[src/rtl/bac_pkg.sv]
package bac_pkg;

    typedef enum logic [2:0] {
        ST_LOAD,
        ST_FREE,
        ST_LIMITED,
        ST_SHIP1,
        ST_SHIP2
    } prot_state_t;

    typedef enum logic [2:0] {
        SEC_USER,
        SEC_CONF,
        SEC_DEVICE,
        SEC_BANKSEL,
        SEC_PROT,
        SEC_OPEN
    } sect_t;

    localparam logic [7:0] WINDOW_END   = 8'h40;
    localparam logic [7:0] BANKSEL_ADDR = 8'h40;
    localparam logic [7:0] PROT_ADDR    = 8'h43;
    localparam logic [7:0] CONF_LO      = 8'h44;
    localparam logic [7:0] DEVICE_LO    = 8'h60;
    localparam logic [7:0] OPEN_LO      = 8'h80;

    function automatic prot_state_t code_to_state(input logic [1:0] code);
        prot_state_t s;
        unique case (code)
            2'b00:   s = ST_FREE;
            2'b01:   s = ST_LIMITED;
            2'b10:   s = ST_SHIP1;
            default: s = ST_SHIP2;
        endcase
        return s;
    endfunction

endpackage

[src/rtl/bac_decode.sv]
module bac_decode
    import bac_pkg::*;
#(
    parameter int BANK_W = 5,
    parameter int MEM_AW = BANK_W + 7
) (
    input  logic [7:0]        addr,
    input  logic [BANK_W-1:0] bank,
    output sect_t             sect,
    output logic [MEM_AW-1:0] mem_addr
);

    always_comb begin
        if (addr < WINDOW_END) begin
            sect     = SEC_USER;
            mem_addr = {1'b1, bank, addr[5:0]};
        end else begin
            mem_addr = MEM_AW'(addr);
            if (addr == BANKSEL_ADDR)
                sect = SEC_BANKSEL;
            else if (addr == PROT_ADDR)
                sect = SEC_PROT;
            else if (addr >= CONF_LO && addr < DEVICE_LO)
                sect = SEC_CONF;
            else if (addr >= DEVICE_LO && addr < OPEN_LO)
                sect = SEC_DEVICE;
            else
                sect = SEC_OPEN;
        end
    end

endmodule

[src/rtl/bac_bank_sel.sv]
module bac_bank_sel #(
    parameter int BANK_W = 5,
    parameter int CODE_W = 3
) (
    input  logic              clk,
    input  logic              rst_n,
    input  logic              load,
    input  logic [CODE_W-1:0] cfg_code,
    input  logic              wr,
    input  logic [BANK_W-1:0] wdata,
    output logic [BANK_W-1:0] sel,
    output logic [BANK_W-1:0] bank
);

    localparam logic [CODE_W-1:0] CODE_MAX = CODE_W'(BANK_W);

    logic [CODE_W-1:0] code_q;
    logic [BANK_W-1:0] sel_q;
    logic [BANK_W-1:0] mask;

    always_ff @(posedge clk or negedge rst_n) begin
        if (!rst_n) begin
            code_q <= '0;
            sel_q  <= '0;
        end else begin
            if (load)
                code_q <= (cfg_code > CODE_MAX) ? CODE_MAX : cfg_code;
            if (wr)
                sel_q <= wdata;
        end
    end

    for (genvar i = 0; i < BANK_W; i++) begin : g_mask
        assign mask[i] = (code_q > CODE_W'(i));
    end

    assign sel  = sel_q;
    assign bank = sel_q & mask;

endmodule

[src/rtl/bac_prot_fsm.sv]
module bac_prot_fsm
    import bac_pkg::*;
(
    input  logic        clk,
    input  logic        rst_n,
    input  logic [1:0]  cfg_code,
    input  logic        prot_wr,
    input  logic [1:0]  wr_code,
    output prot_state_t state,
    output logic [1:0]  code,
    output logic        loading
);

    prot_state_t state_q;
    prot_state_t state_d;

    always_ff @(posedge clk or negedge rst_n) begin
        if (!rst_n)
            state_q <= ST_LOAD;
        else
            state_q <= state_d;
    end

    always_comb begin
        state_d = state_q;
        unique case (state_q)
            ST_LOAD:    state_d = code_to_state(cfg_code);
            ST_FREE,
            ST_LIMITED: if (prot_wr) state_d = code_to_state(wr_code);
            ST_SHIP1:   if (prot_wr) state_d = (wr_code == 2'b11) ? ST_SHIP2 : ST_LIMITED;
            ST_SHIP2:   state_d = ST_SHIP2;
            default:    state_d = ST_LOAD;
        endcase
    end

    always_comb begin
        loading = 1'b0;
        unique case (state_q)
            ST_LOAD:    begin code = 2'b00; loading = 1'b1; end
            ST_FREE:    code = 2'b00;
            ST_LIMITED: code = 2'b01;
            ST_SHIP1:   code = 2'b10;
            ST_SHIP2:   code = 2'b11;
            default:    code = 2'b00;
        endcase
    end

    assign state = state_q;

endmodule

[src/rtl/bac_policy.sv]
module bac_policy
    import bac_pkg::*;
(
    input  prot_state_t state,
    input  sect_t       sect,
    input  logic        rd,
    input  logic        wr,
    output logic        rd_ok,
    output logic        wr_ok,
    output logic        deny
);

    logic rd_perm;
    logic wr_perm;
    logic op_rd;
    logic shipped;

    assign op_rd   = rd & ~wr;
    assign shipped = (state == ST_SHIP1) || (state == ST_SHIP2);

    always_comb begin
        rd_perm = 1'b1;
        wr_perm = 1'b1;
        unique case (sect)
            SEC_CONF: begin
                rd_perm = !shipped;
                wr_perm = (state == ST_FREE);
            end
            SEC_DEVICE: begin
                wr_perm = !shipped;
            end
            SEC_PROT: begin
                wr_perm = (state != ST_SHIP2);
            end
            default: begin
                rd_perm = 1'b1;
                wr_perm = 1'b1;
            end
        endcase
        if (state == ST_LOAD) begin
            rd_perm = 1'b0;
            wr_perm = 1'b0;
        end
    end

    assign rd_ok = op_rd & rd_perm;
    assign wr_ok = wr & wr_perm;
    assign deny  = (op_rd & ~rd_perm) | (wr & ~wr_perm);

endmodule

[src/rtl/bank_access_ctrl.sv]
module bank_access_ctrl
    import bac_pkg::*;
#(
    parameter int BANK_W = 5,
    parameter int CODE_W = 3
) (
    input  logic                clk,
    input  logic                rst_n,
    input  logic [1:0]          cfg_prot,
    input  logic [CODE_W-1:0]   cfg_bank_code,
    input  logic [7:0]          reg_addr,
    input  logic [7:0]          reg_wdata,
    input  logic                reg_rd,
    input  logic                reg_wr,
    output logic [7:0]          rd_data,
    output logic                refused,
    output logic [BANK_W+6:0]   mem_addr,
    output logic                mem_we,
    output logic [7:0]          mem_wdata,
    input  logic [7:0]          mem_rdata
);

    localparam int MEM_AW = BANK_W + 7;

    prot_state_t       state;
    logic [1:0]        prot_code;
    logic              loading;
    sect_t             sect;
    logic [BANK_W-1:0] bank_sel;
    logic [BANK_W-1:0] bank_eff;
    logic              rd_ok;
    logic              wr_ok;
    logic              deny;
    logic              backed;
    logic [7:0]        rd_src;
    logic [7:0]        rd_q;
    logic              ref_q;

    bac_decode #(.BANK_W(BANK_W), .MEM_AW(MEM_AW)) u_decode (
        .addr     (reg_addr),
        .bank     (bank_eff),
        .sect     (sect),
        .mem_addr (mem_addr)
    );

    bac_bank_sel #(.BANK_W(BANK_W), .CODE_W(CODE_W)) u_bank (
        .clk      (clk),
        .rst_n    (rst_n),
        .load     (loading),
        .cfg_code (cfg_bank_code),
        .wr       (wr_ok && sect == SEC_BANKSEL),
        .wdata    (reg_wdata[BANK_W-1:0]),
        .sel      (bank_sel),
        .bank     (bank_eff)
    );

    bac_prot_fsm u_fsm (
        .clk      (clk),
        .rst_n    (rst_n),
        .cfg_code (cfg_prot),
        .prot_wr  (wr_ok && sect == SEC_PROT),
        .wr_code  (reg_wdata[1:0]),
        .state    (state),
        .code     (prot_code),
        .loading  (loading)
    );

    bac_policy u_policy (
        .state (state),
        .sect  (sect),
        .rd    (reg_rd),
        .wr    (reg_wr),
        .rd_ok (rd_ok),
        .wr_ok (wr_ok),
        .deny  (deny)
    );

    assign backed = (sect != SEC_BANKSEL) && (sect != SEC_PROT);

    always_comb begin
        unique case (sect)
            SEC_BANKSEL: rd_src = {{(8-BANK_W){1'b0}}, bank_sel};
            SEC_PROT:    rd_src = {6'b0, prot_code};
            default:     rd_src = mem_rdata;
        endcase
    end

    always_ff @(posedge clk or negedge rst_n) begin
        if (!rst_n) begin
            rd_q  <= '0;
            ref_q <= 1'b0;
        end else begin
            rd_q  <= rd_ok ? rd_src : 8'h00;
            ref_q <= deny;
        end
    end

    assign rd_data   = rd_q;
    assign refused   = ref_q;
    assign mem_we    = wr_ok & backed;
    assign mem_wdata = reg_wdata;

endmodule

[config.mk]
export PLATFORM = sky130hd
export DESIGN_NAME = bank_access_ctrl
export DESIGN_NICKNAME = d
export VERILOG_FILES = /design/src/rtl/bac_pkg.sv /design/src/rtl/bac_decode.sv /design/src/rtl/bac_bank_sel.sv /design/src/rtl/bac_prot_fsm.sv /design/src/rtl/bac_policy.sv /design/src/rtl/bank_access_ctrl.sv
export SDC_FILE = /design/constraint.sdc
export NUM_CORES = 1
export LEC_CHECK = 0
export ABC_AREA = 0
export BUFFER_PORTS_ARGS = -buffer_cell sky130_fd_sc_hd__buf_2
export CAP_MARGIN = 20
export CORE_ASPECT_RATIO = 1.4
export CORE_MARGIN = 3
export CORE_UTILIZATION = 51
export CTS_BUF_LIST = sky130_fd_sc_hd__clkbuf_16
export DETAILED_ROUTE_END_ITERATION = 6
export GPL_ROUTABILITY_DRIVEN = 1
export PLACE_DENSITY = 0.95
export SYNTH_ARGS = -nofsm -noshare
export SYNTH_HDL_FRONTEND = slang
export SYNTH_SLANG_ARGS = --single-unit
[constraint.sdc]
create_clock -name clk -period 3.05 [get_ports clk]
set_input_delay 0.61 -clock clk [delete_from_list [all_inputs] [get_ports clk]]
set_output_delay 0.61 -clock clk [all_outputs]
set_load 0.005 [all_outputs]
# After elaboration in Yosys (flattened, before gate mapping)
# Cells that the tools add are included.
dict set report classes {
  n_reduce_logical 12
  eq_ne 20
  mux 21
  magnitude_cmp 11
  bitwise_logic 11
}
# operator n
set op_table {}
lappend op_table {{$mux W3} 9}
lappend op_table {{$pmux W3 S3} 2}
lappend op_table {{$eq A8 B7 Y1 const B} 2}
lappend op_table {{$ge A8 B7 Y1 const B} 2}
lappend op_table {{$lt A8 B7 Y1 const B} 2}
lappend op_table {{$pmux W8 S2} 1}
lappend op_table {{$eq A3 B2 Y1 const B} 4}
lappend op_table {{$mux W12} 1}
lappend op_table {{$pmux W3 S4} 1}
lappend op_table {{$lt A8 B8 Y1 const B} 1}
lappend op_table {{$mux W8} 1}
lappend op_table {{$and A1 B1 Y1} 6}
lappend op_table {{$eq A2 B2 Y1 const B} 3}
lappend op_table {{$eq A3 B1 Y1 const B} 2}
lappend op_table {{$eq A3 B3 Y1 const B} 2}
lappend op_table {{$gt A3 B1 Y1 const B} 2}
lappend op_table {{$gt A3 B2 Y1 const B} 2}
lappend op_table {{$gt A3 B3 Y1 const B} 2}
lappend op_table {{$ne A3 B3 Y1 const B} 2}
lappend op_table {{$pmux W2 S3} 1}
lappend op_table {{$and A5 B5 Y5} 1}
lappend op_table {{$logic_and A1 B1 Y1} 5}
lappend op_table {{$eq A2 B1 Y1 const B} 2}
lappend op_table {{$logic_not A2 Y1} 2}
lappend op_table {{11 further kinds} 17}
dict set report totals {
  ff_bits 20
  output_inout_bits 30
  inputBits 33
}

# Longest topological paths before layout
# Gate-level depths: netlist of run 1.
dict set report depth {
  word_depth 14
  mapped_depth 6
}

# By module
# A second synthesis of run 1 with hierarchy kept.
dict set report unflattened {
  cells_unflattened 155
  area_unflattened_um2 1478.9
}
# module seq_area_each_um2 n_inst area_each_um2 cells_each
set modules_own_cells {}
lappend modules_own_cells {bank_access_ctrl 225.2 1 513.0 49}
lappend modules_own_cells {bac_prot_fsm 75.1 1 342.8 40}
lappend modules_own_cells {bac_bank_sel 200.2 1 341.6 26}
lappend modules_own_cells {bac_decode 0.0 1 157.7 23}
lappend modules_own_cells {bac_policy 0.0 1 123.9 17}

# Worst setup path before layout of run 1
# No wires, ideal clock.
dict set report synth_path {
  kind {input to register}
  start {in reg_addr[5]}
  end {reg u_bank.sel_q[0] (netlist: u_bank.sel[0])}
  t_arrival_ps 2368
  setup_ps 125
  required_ps 2925
  stages 6
  setup_slack_ps 557
  path_buffers 2
  path_cell_list {or4_1 -> buf_2 -> or3_4 -> or3_1 -> buf_6 -> mux2_4}
}
dict set report synth_between {
  elab_chain_cells 12
}
# item line_no
set synth_lines {}
lappend synth_lines {{start: declaration} bank_access_ctrl.sv:11} ;# input logic [7:0] reg_addr,
lappend synth_lines {{$ge A8 B7 Y1 or $lt A8 B8 Y1 (tied branches)} bac_decode.sv:25} ;# else if (addr >= DEVICE_LO && addr < OPEN_LO)
lappend synth_lines {{$logic_and A1 B1 Y1} bac_decode.sv:25}
lappend synth_lines {{$mux W3} bac_decode.sv:25}
lappend synth_lines {{$mux W3} bac_decode.sv:23} ;# else if (addr >= CONF_LO && addr < DEVICE_LO)
lappend synth_lines {{$mux W3} bac_decode.sv:21} ;# else if (addr == PROT_ADDR)
lappend synth_lines {{$mux W3} bac_decode.sv:19} ;# if (addr == BANKSEL_ADDR)
lappend synth_lines {{$mux W3 (*)} bac_decode.sv:14} ;# if (addr < WINDOW_END) begin
lappend synth_lines {{$eq A3 B3 Y1 (tied with other cells)} bac_policy.sv:24} ;# unique case (sect)
lappend synth_lines {{$pmux W1 S3} bac_policy.sv:24}
lappend synth_lines {{$mux W1} bac_policy.sv:40} ;# if (state == ST_LOAD) begin
lappend synth_lines {{$and A1 B1 Y1} bac_policy.sv:47} ;# assign wr_ok = wr & wr_perm;
lappend synth_lines {{$logic_and A1 B1 Y1 (*)} bank_access_ctrl.sv:51} ;# .wr (wr_ok && sect == SEC_BANKSEL),
lappend synth_lines {{end signal: assignment} bac_bank_sel.sv:29} ;# sel_q <= wdata;
lappend synth_lines {{end: declaration} bac_bank_sel.sv:18} ;# logic [BANK_W-1:0] sel_q;
# Mark *: on every way between the ends. The rest lies on a longest branch, timed or not.
# A chain may end at the register's enable or synchronous reset.

# Worst setup path in the final report of run 1
dict set report layout_path {
  start {in reg_addr[7]}
  end {out mem_we}
}
dict set report layout_between {
  elab_chain_cells 12
}
# item line_no
set layout_lines {}
lappend layout_lines {{$ge A8 B7 Y1 or $lt A8 B8 Y1 (tied branches)} bac_decode.sv:25}
lappend layout_lines {{$logic_and A1 B1 Y1} bac_decode.sv:25}
lappend layout_lines {{$mux W3} bac_decode.sv:25}
lappend layout_lines {{$mux W3} bac_decode.sv:23}
lappend layout_lines {{$mux W3} bac_decode.sv:21}
lappend layout_lines {{$mux W3} bac_decode.sv:19}
lappend layout_lines {{$mux W3 (*)} bac_decode.sv:14}
lappend layout_lines {{$eq A3 B3 Y1 (tied with other cells)} bac_policy.sv:24}
lappend layout_lines {{$pmux W1 S3} bac_policy.sv:24}
lappend layout_lines {{$mux W1} bac_policy.sv:40}
lappend layout_lines {{$and A1 B1 Y1} bac_policy.sv:47}
lappend layout_lines {{$and A1 B1 Y1 (*)} bank_access_ctrl.sv:100} ;# assign mem_we = wr_ok & backed;
lappend layout_lines {{end: declaration} bank_access_ctrl.sv:18} ;# output logic mem_we,
# Marks and branches as above.

==> flow_summary_export.csv, run 1 <==
group,metric,value,unit
outcome,status,"finished clean",
logic_synthesis,synth_largest_area_cell,"dfrtp_1",
die,initial_core_util,53.7,%
drt,vias_per_cell,5.39,
pwr,power_density,506,nW/um^2
placed_design,placed_cells,226,
logic_synthesis,synth_cell_type_count,49,
clock_network,clock_sinks,20,
logic_synthesis,yosys_warnings,0,
worst_setup_path,reg2reg_slack,0.93,ns
timing,fin_crit,2.67,ns
flow_run,drv_cap,0,
clock_network,post_cts_buffers,0,
clock_network,cts_hold_buf,0,
timing,worst_slew_pin_slew,0.543,ns
die,dieArea,3460,um^2
clock_network,clockRootBuffer,"clkbuf_16",
worst_setup_path,critPathMostFrequentCell,"buf_2",
worst_setup_path,slowest_stage,"or4_2",
global_route,grt_first_pass_wirelength,4970,um
global_route,grt_pass1_vias,1131,
timing,finalSetupViolCount,0,
worst_setup_path,cp.arrival,2.06,ns
drt,drtPass1Iterations,4,
worst_setup_path,cpPeakStageDelay,0.53,ns
placed_design,gp_congestion,0.874,
logic_synthesis,synth_top_flop_cell,"dfrtp_1",
worst_setup_path,path_max_fanout,6,
placed_design,io_buffers,56,
timing,fmax,375,MHz
timing,report.final.slew_viol_count,0,
timing,relSlewSlack,62.8,%
logic_synthesis,syn_nets,192,
finish,fin_nets,234,
clock_network,cts_max_path_buffers,2,
drt,wirelength,3150,um
die,die_w,50.6,um
pwr,totalPowerFinal,861,uW
worst_setup_path,start_kind,"primary input",
worst_setup_path,endpoint_kind,"output port",
global_route,grt_util_all_layers,19.0,%
worst_hold_path,min_path_type,"in2async",
placed_design,dp_hpwl,2450,um
clock_network,worstSkewPairLatency,0.25,ns
pwr,leakage,0.000865,uW
worst_setup_path,crit_chain,"buf_2 > nand2b_1 > or4_2 > o32a_1 > a21oi_1 > buf_2",
timing,fin_setup_tns,0,ns
logic_synthesis,syn_area,1420,um^2
logic_synthesis,yosysSeqAreaShare,35.2,%
timing,fin_worst_skew,0.00333,ns
drt,drtIter0Drc,33,
placed_design,dpl-instance-area,1630,um^2
clock_network,cts.reportedPaths.clkPinSlew,0.05,ns
die,dieHeight,68.4,um
timing,hold_viol,0,
logic_synthesis,synth_enable_flop_cells,0,
logic_synthesis,synth_area_leaders,"dfrtp_1 35%, buf_4 7.4%, ha_1 5.3%",
pwr,peakVddDrop,308,uV
clock_network,cts_buffers,3,
die,pin_count,63,
drt,via_count,1235,
timing,period_share,87.5,%
finish,drive_gt1_share,39.4,%
clock_network,cts_tree,"built",
logic_synthesis,synth_seq_cells,20,
finish,antennaDiodeCount,0,
logic_synthesis,avgSynthCellArea,9.28,um^2
global_route,overflow,0,
logic_synthesis,yosys.area.top_type_share,35.2,%
logic_synthesis,synth-async-reset-ratio,100,%
drt,drc_errors,0,
timing,rsz0062_at_grt,"false",
logic_synthesis,syn_inst,153,
global_route,antenna_found_initial,0,
die,core,2640,um^2
finish,fin_cells,229,
clock_network,cts.repair.resized,0,
worst_setup_path,crit_type,"in2out",
drt,wl_per_cell,13.8,um
die,rows,22,
finish,finalInstanceArea,1700,um^2
clock_network,h-tree-depth,1,
finish,area_growth,19.7,%
worst_setup_path,worstPathRequired,2.44,ns
drt,ant_nets,0,
global_route,grt_start_max_net_pins,21,
[synthesized netlist by cell type (all sizes together) (2+ instances only)]
cell    instances
clkbuf          5
dfrtp          20
nor2b           3
nor3b           4
or4             2
and3            2
a21oi           7
o21bai          3
o21ai           7
inv             7
or2             2
buf            18
or3             2
nand3b          5
a31oi           2
ha              6
nand2           3
nor3            8
nand2b          5
nand3           2
mux2            6
nor2           11
nor4            3
[final cells by class]
type | instances | area, um^2
clock buffer | 3 | 75.1
fill | 247 | 942
inverter | 7 | 26.3
multi-input combinational | 103 | 743
sequential | 20 | 500
tap | 36 | 45.0
timing repair buffer | 60 | 310
[path summary, 6_finish.rpt]
kind	endpoint	cells after the start	start
setup / recovery	mem_we	6	reg_addr[7]
setup reg to reg	rd_data[1]	4	u_fsm.state[1]
hold / removal	rd_data[1]	1	rst_n
hold reg to reg	u_bank.sel[2]	1	u_bank.sel[2]
max in group asynchronous	u_bank.sel[2]	1	rst_n
min in group clk	u_bank.sel[2]	1	u_bank.sel[2]
[worst max-delay path, delay by kind of cell]
| family | cells | cell delay (ns) |
|---|---|---|
| compound gates | 2 | 0.47 |
| buf+inv | 2 | 0.27 |
| simple gates | 2 | 0.70 |
[placed cells by master (no fill, tap or decap), drive strengths merged, types with 2 or more instances in the layout]
| master | synthesis | final |
|---|---|---|
| nor3b | 4 | 4 |
| a31oi | 2 | 2 |
| o21ai | 7 | 7 |
| mux2 | 6 | 6 |
| nor4 | 3 | 3 |
| nand2b | 5 | 5 |
| or4 | 2 | 2 |
| a21oi | 7 | 7 |
| o21bai | 3 | 3 |
| nor2b | 3 | 3 |
| dfrtp | 20 | 20 |
| or3 | 2 | 2 |
| buf | 18 | 60 |
| nand2 | 3 | 3 |
| or2 | 2 | 2 |
| ha | 6 | 6 |
| nor3 | 8 | 8 |
| nand3b | 5 | 5 |
| nand3 | 2 | 2 |
| nor2 | 11 | 11 |
| clkbuf | 5 | 3 |
| inv | 7 | 7 |
| and3 | 2 | 2 |
[metal layers]
layer  track usage (%)  share of wire (%)  up-vias
li1                  -                  -      621
met1              22.1                 40      567
met2              34.5                 54       45
met3              2.83                5.6        2
met4              8.08               0.76        0
met5                 0                  0        -
[stage by stage]
step	hold slack (ns)	setup slack, ns	util (%)
floorplan	0.314	0.557	-
global placement	0.529	0.357	61.5
detailed placement	0.538	0.341	61.5
CTS	0.310	0.393	64.3
global route	0.331	0.348	64.3
finish	0.301	0.383	64.3
[logic make-up (layout without fill, tap and decap cells)]
kind of cell	count (synthesis)	count (layout)	synth area share, %
simple gates	57	57	24.1
compound gates	32	32	15.6
buf+inv	30	70	12.4
flops	20	20	35.2
mux	7	7	6.78
fa+ha+maj	6	6	5.29
xor+xnor	1	1	0.617
[report_power, final]
group | internal [uW] | switching, uW
logic | 108 | 107
registers | 310 | 72.1
clock network | 173 | 90.7
total | 591 | 270
[sequential cells by signal, indices dropped and copies added, names as in the netlist]
signal and count:
u_bank.code_q 3, u_fsm.state 3, rd_data 8, refused 1
u_bank.sel 5
(Power assumes the default switching activity.)
==> run 2, diff against run 1 <==
--- a/config.mk
+++ b/config.mk
@@ -10,11 +10,11 @@
 export CAP_MARGIN = 20
 export CORE_ASPECT_RATIO = 1.4
 export CORE_MARGIN = 3
-export CORE_UTILIZATION = 51
+export CORE_UTILIZATION = 47
 export CTS_BUF_LIST = sky130_fd_sc_hd__clkbuf_16
 export DETAILED_ROUTE_END_ITERATION = 6
 export GPL_ROUTABILITY_DRIVEN = 1
-export PLACE_DENSITY = 0.95
+export PLACE_DENSITY = 0.9
 export SYNTH_ARGS = -nofsm -noshare
 export SYNTH_HDL_FRONTEND = slang
 export SYNTH_SLANG_ARGS = --single-unit
==> constraint.sdc (replaced) <==
create_clock -name clk -period 2.86 [get_ports clk]
set_input_delay 0.572 -clock clk [delete_from_list [all_inputs] [get_ports clk]]
set_output_delay 0.572 -clock clk [all_outputs]
set_load 0.005 [all_outputs]
==> run 2 against run 1 <==
Hold slack lost 0.046 ns. Worst setup slack lost 0.13 ns. Clock skew shrank 0.0020 ns. Cell count grew 0.87%. Count of clock-buffer cells in the layout is the same.
==> flow_summary_export.csv, run 2 (synthesized netlist as in run 1, its figures left out) <==
group,metric,value,unit
timing,fin_worst_skew,0.00132,ns
die,initial_core_util,49.3,%
worst_setup_path,endpoint_kind,"output port",
clock_network,cts.reportedPaths.clkPinSlew,0.05,ns
clock_network,post_cts_buffers,0,
die,core,2880,um^2
global_route,grt_util_all_layers,19.2,%
worst_setup_path,r2r_cells,4,
finish,fin_util,60.2,%
global_route,grt_start_max_net_pins,21,
worst_setup_path,slowest_stage,"or4_1",
outcome,status,"finished clean",
worst_setup_path,cp_num_buf_inv,2,
clock_network,clock_sinks,20,
timing,worst_slew_pin_slew,0.591,ns
worst_setup_path,worstReg2RegStart,"u_fsm.state[1]",
flow_run,drv_cap,0,
finish,layout_commonest_cell,"buf_2",
finish,antennaDiodeCount,0,
drt,wl_per_cell,14.3,um
global_route,grt_first_pass_wirelength,5370,um
drt,drtIter0Drc,27,
clock_network,worstSkewPairLatency,0.25,ns
global_route,overflow,0,
finish,finalInstanceArea,1730,um^2
finish,area_growth,21.9,%
worst_setup_path,critPathMostFrequentCell,"buf_2",
clock_network,clockRootBuffer,"clkbuf_16",
die,rows,23,
clock_network,cts.repair.resized,0,
placed_design,gp_congestion,0.839,
placed_design,dp_worst_setup_slack,0.178,ns
die,pin_count,63,
worst_setup_path,worst-path-stages,5,
worst_setup_path,worstSetupEndpoint,"mem_we",
timing,worst_slack,0.252,ns
clock_network,h-tree-depth,1,
finish,final.fill_count,269,
drt,wirelength,3300,um
pwr,peakVddDrop,350,uV
placed_design,io_buffers,56,
die,dieArea,3730,um^2
pwr,power_density,589,nW/um^2
drt,drtPass1Iterations,4,
timing,relSlewSlack,59.6,%
global_route,grt_pass1_vias,1227,
timing,fin_setup_tns,0,ns
global_route,antenna_found_initial,0,
worst_setup_path,critical_path.top_delay_family,"simple AND/OR/NAND/NOR gates",
pwr,leakage,0.000880,uW
drt,drc_errors,0,
worst_setup_path,reg2reg_slack,0.73,ns
placed_design,dp_hpwl,2550,um
worst_setup_path,start_kind,"primary input",
clock_network,cts_tree,"built",
worst_hold_path,min_path_type,"in2async",
die,dieHeight,71.0,um
timing,finalSetupViolCount,0,
drt,via_count,1263,
finish,multi_input_area,743,um^2
placed_design,dpl-instance-area,1630,um^2
timing,fin_crit,2.61,ns
worst_setup_path,crit_type,"in2out",
worst_setup_path,cp.arrival,2.04,ns
drt,vias_per_cell,5.47,
finish,drive_gt1_share,39.7,%
timing,hold_viol,0,
drt,ant_nets,0,
timing,fmax,383,MHz
timing,report.final.slew_viol_count,0,
clock_network,cts_max_path_buffers,2,
worst_setup_path,path_max_fanout,6,
timing,period_share,91.2,%
finish,most-common-layout-cells,"56 x buf_2, 20 x dfrtp_1, 11 x nor2_1, 8 x nor3_1",
worst_setup_path,worstPathRequired,2.29,ns
worst_setup_path,cpPeakStageDelay,0.65,ns
worst_setup_path,startpoint,"reg_addr[5]",
timing,rsz0062_at_grt,"false",
worst_setup_path,r2r-end,"rd_data[1]",
clock_network,cts_hold_buf,0,
finish,largest_reg_flops,8,
die,die_w,52.5,um
worst_setup_path,crit_chain,"buf_2 > or4_1 > nor4b_1 > a21oi_1 > buf_2",
finish,ff_latch_area,500,um^2
clock_network,cts_buffers,3,
timing,worst_hold_slack,0.255,ns
finish,fin_nets,234,
run 2: cell types whose count changed in the layout (fill, tap and decap cells not counted), sizes merged:
cell    delta
bufinv     +1
run 2: routing by layer:
metal / part of all wire [%] / track usage, % / routed length (um) / vias up
met5: 0 / 0 / 0 / -
li1: - / - / - / 622
met1: 35 / 19.7 / 1160 / 589
met3: 4.3 / 2.74 / 143 / 5
met4: 2.1 / 9.94 / 68 / 0
met2: 58 / 35.6 / 1930 / 47
run 2: worst min-delay path by stage:
| stage | from | to | slack (ns) | depth (start not counted) |
|---|---|---|---|---|
| floorplan | rst_n | rd_data[0] | 0.28 | 0 |
| global placement | u_bank.sel[3] | u_bank.sel[3] | 0.52 | 1 |
| detailed placement | rst_n | u_bank.code_q[1] | 0.53 | 1 |
| CTS | rst_n | rd_data[7] | 0.26 | 1 |
| global route | rst_n | u_bank.code_q[0] | 0.29 | 1 |
| finish | rst_n | u_bank.code_q[0] | 0.25 | 1 |
run 2: worst reg2reg max path, stage by stage (launching register included):
cell and delay, ns:
dfrtp_1 0.61, or2_2 0.22, a2111oi_0 0.13, or4b_2 0.78, nor4_1 0.29
run 2: report_power, final:
part           internal, uW  switching (uW)
clock                   278             103
combinational           115             117
sequential              330            76.7
run 2: cell type report:
type	count	share of cell area, %
tap	37	2.67
multi-input combinational	103	42.9
inverter	7	1.52
clock inverter	1	1.73
clock buffer	3	4.34
timing repair buffer	60	17.9
sequential	20	28.9
run 2: stage by stage:
step                      total power [uW]  std cells
after detailed placement               638        227
after floorplan                        561        153
after global routing                  1080        231
after global placement                 627        227
final                                 1020        231
after CTS                             1020        231
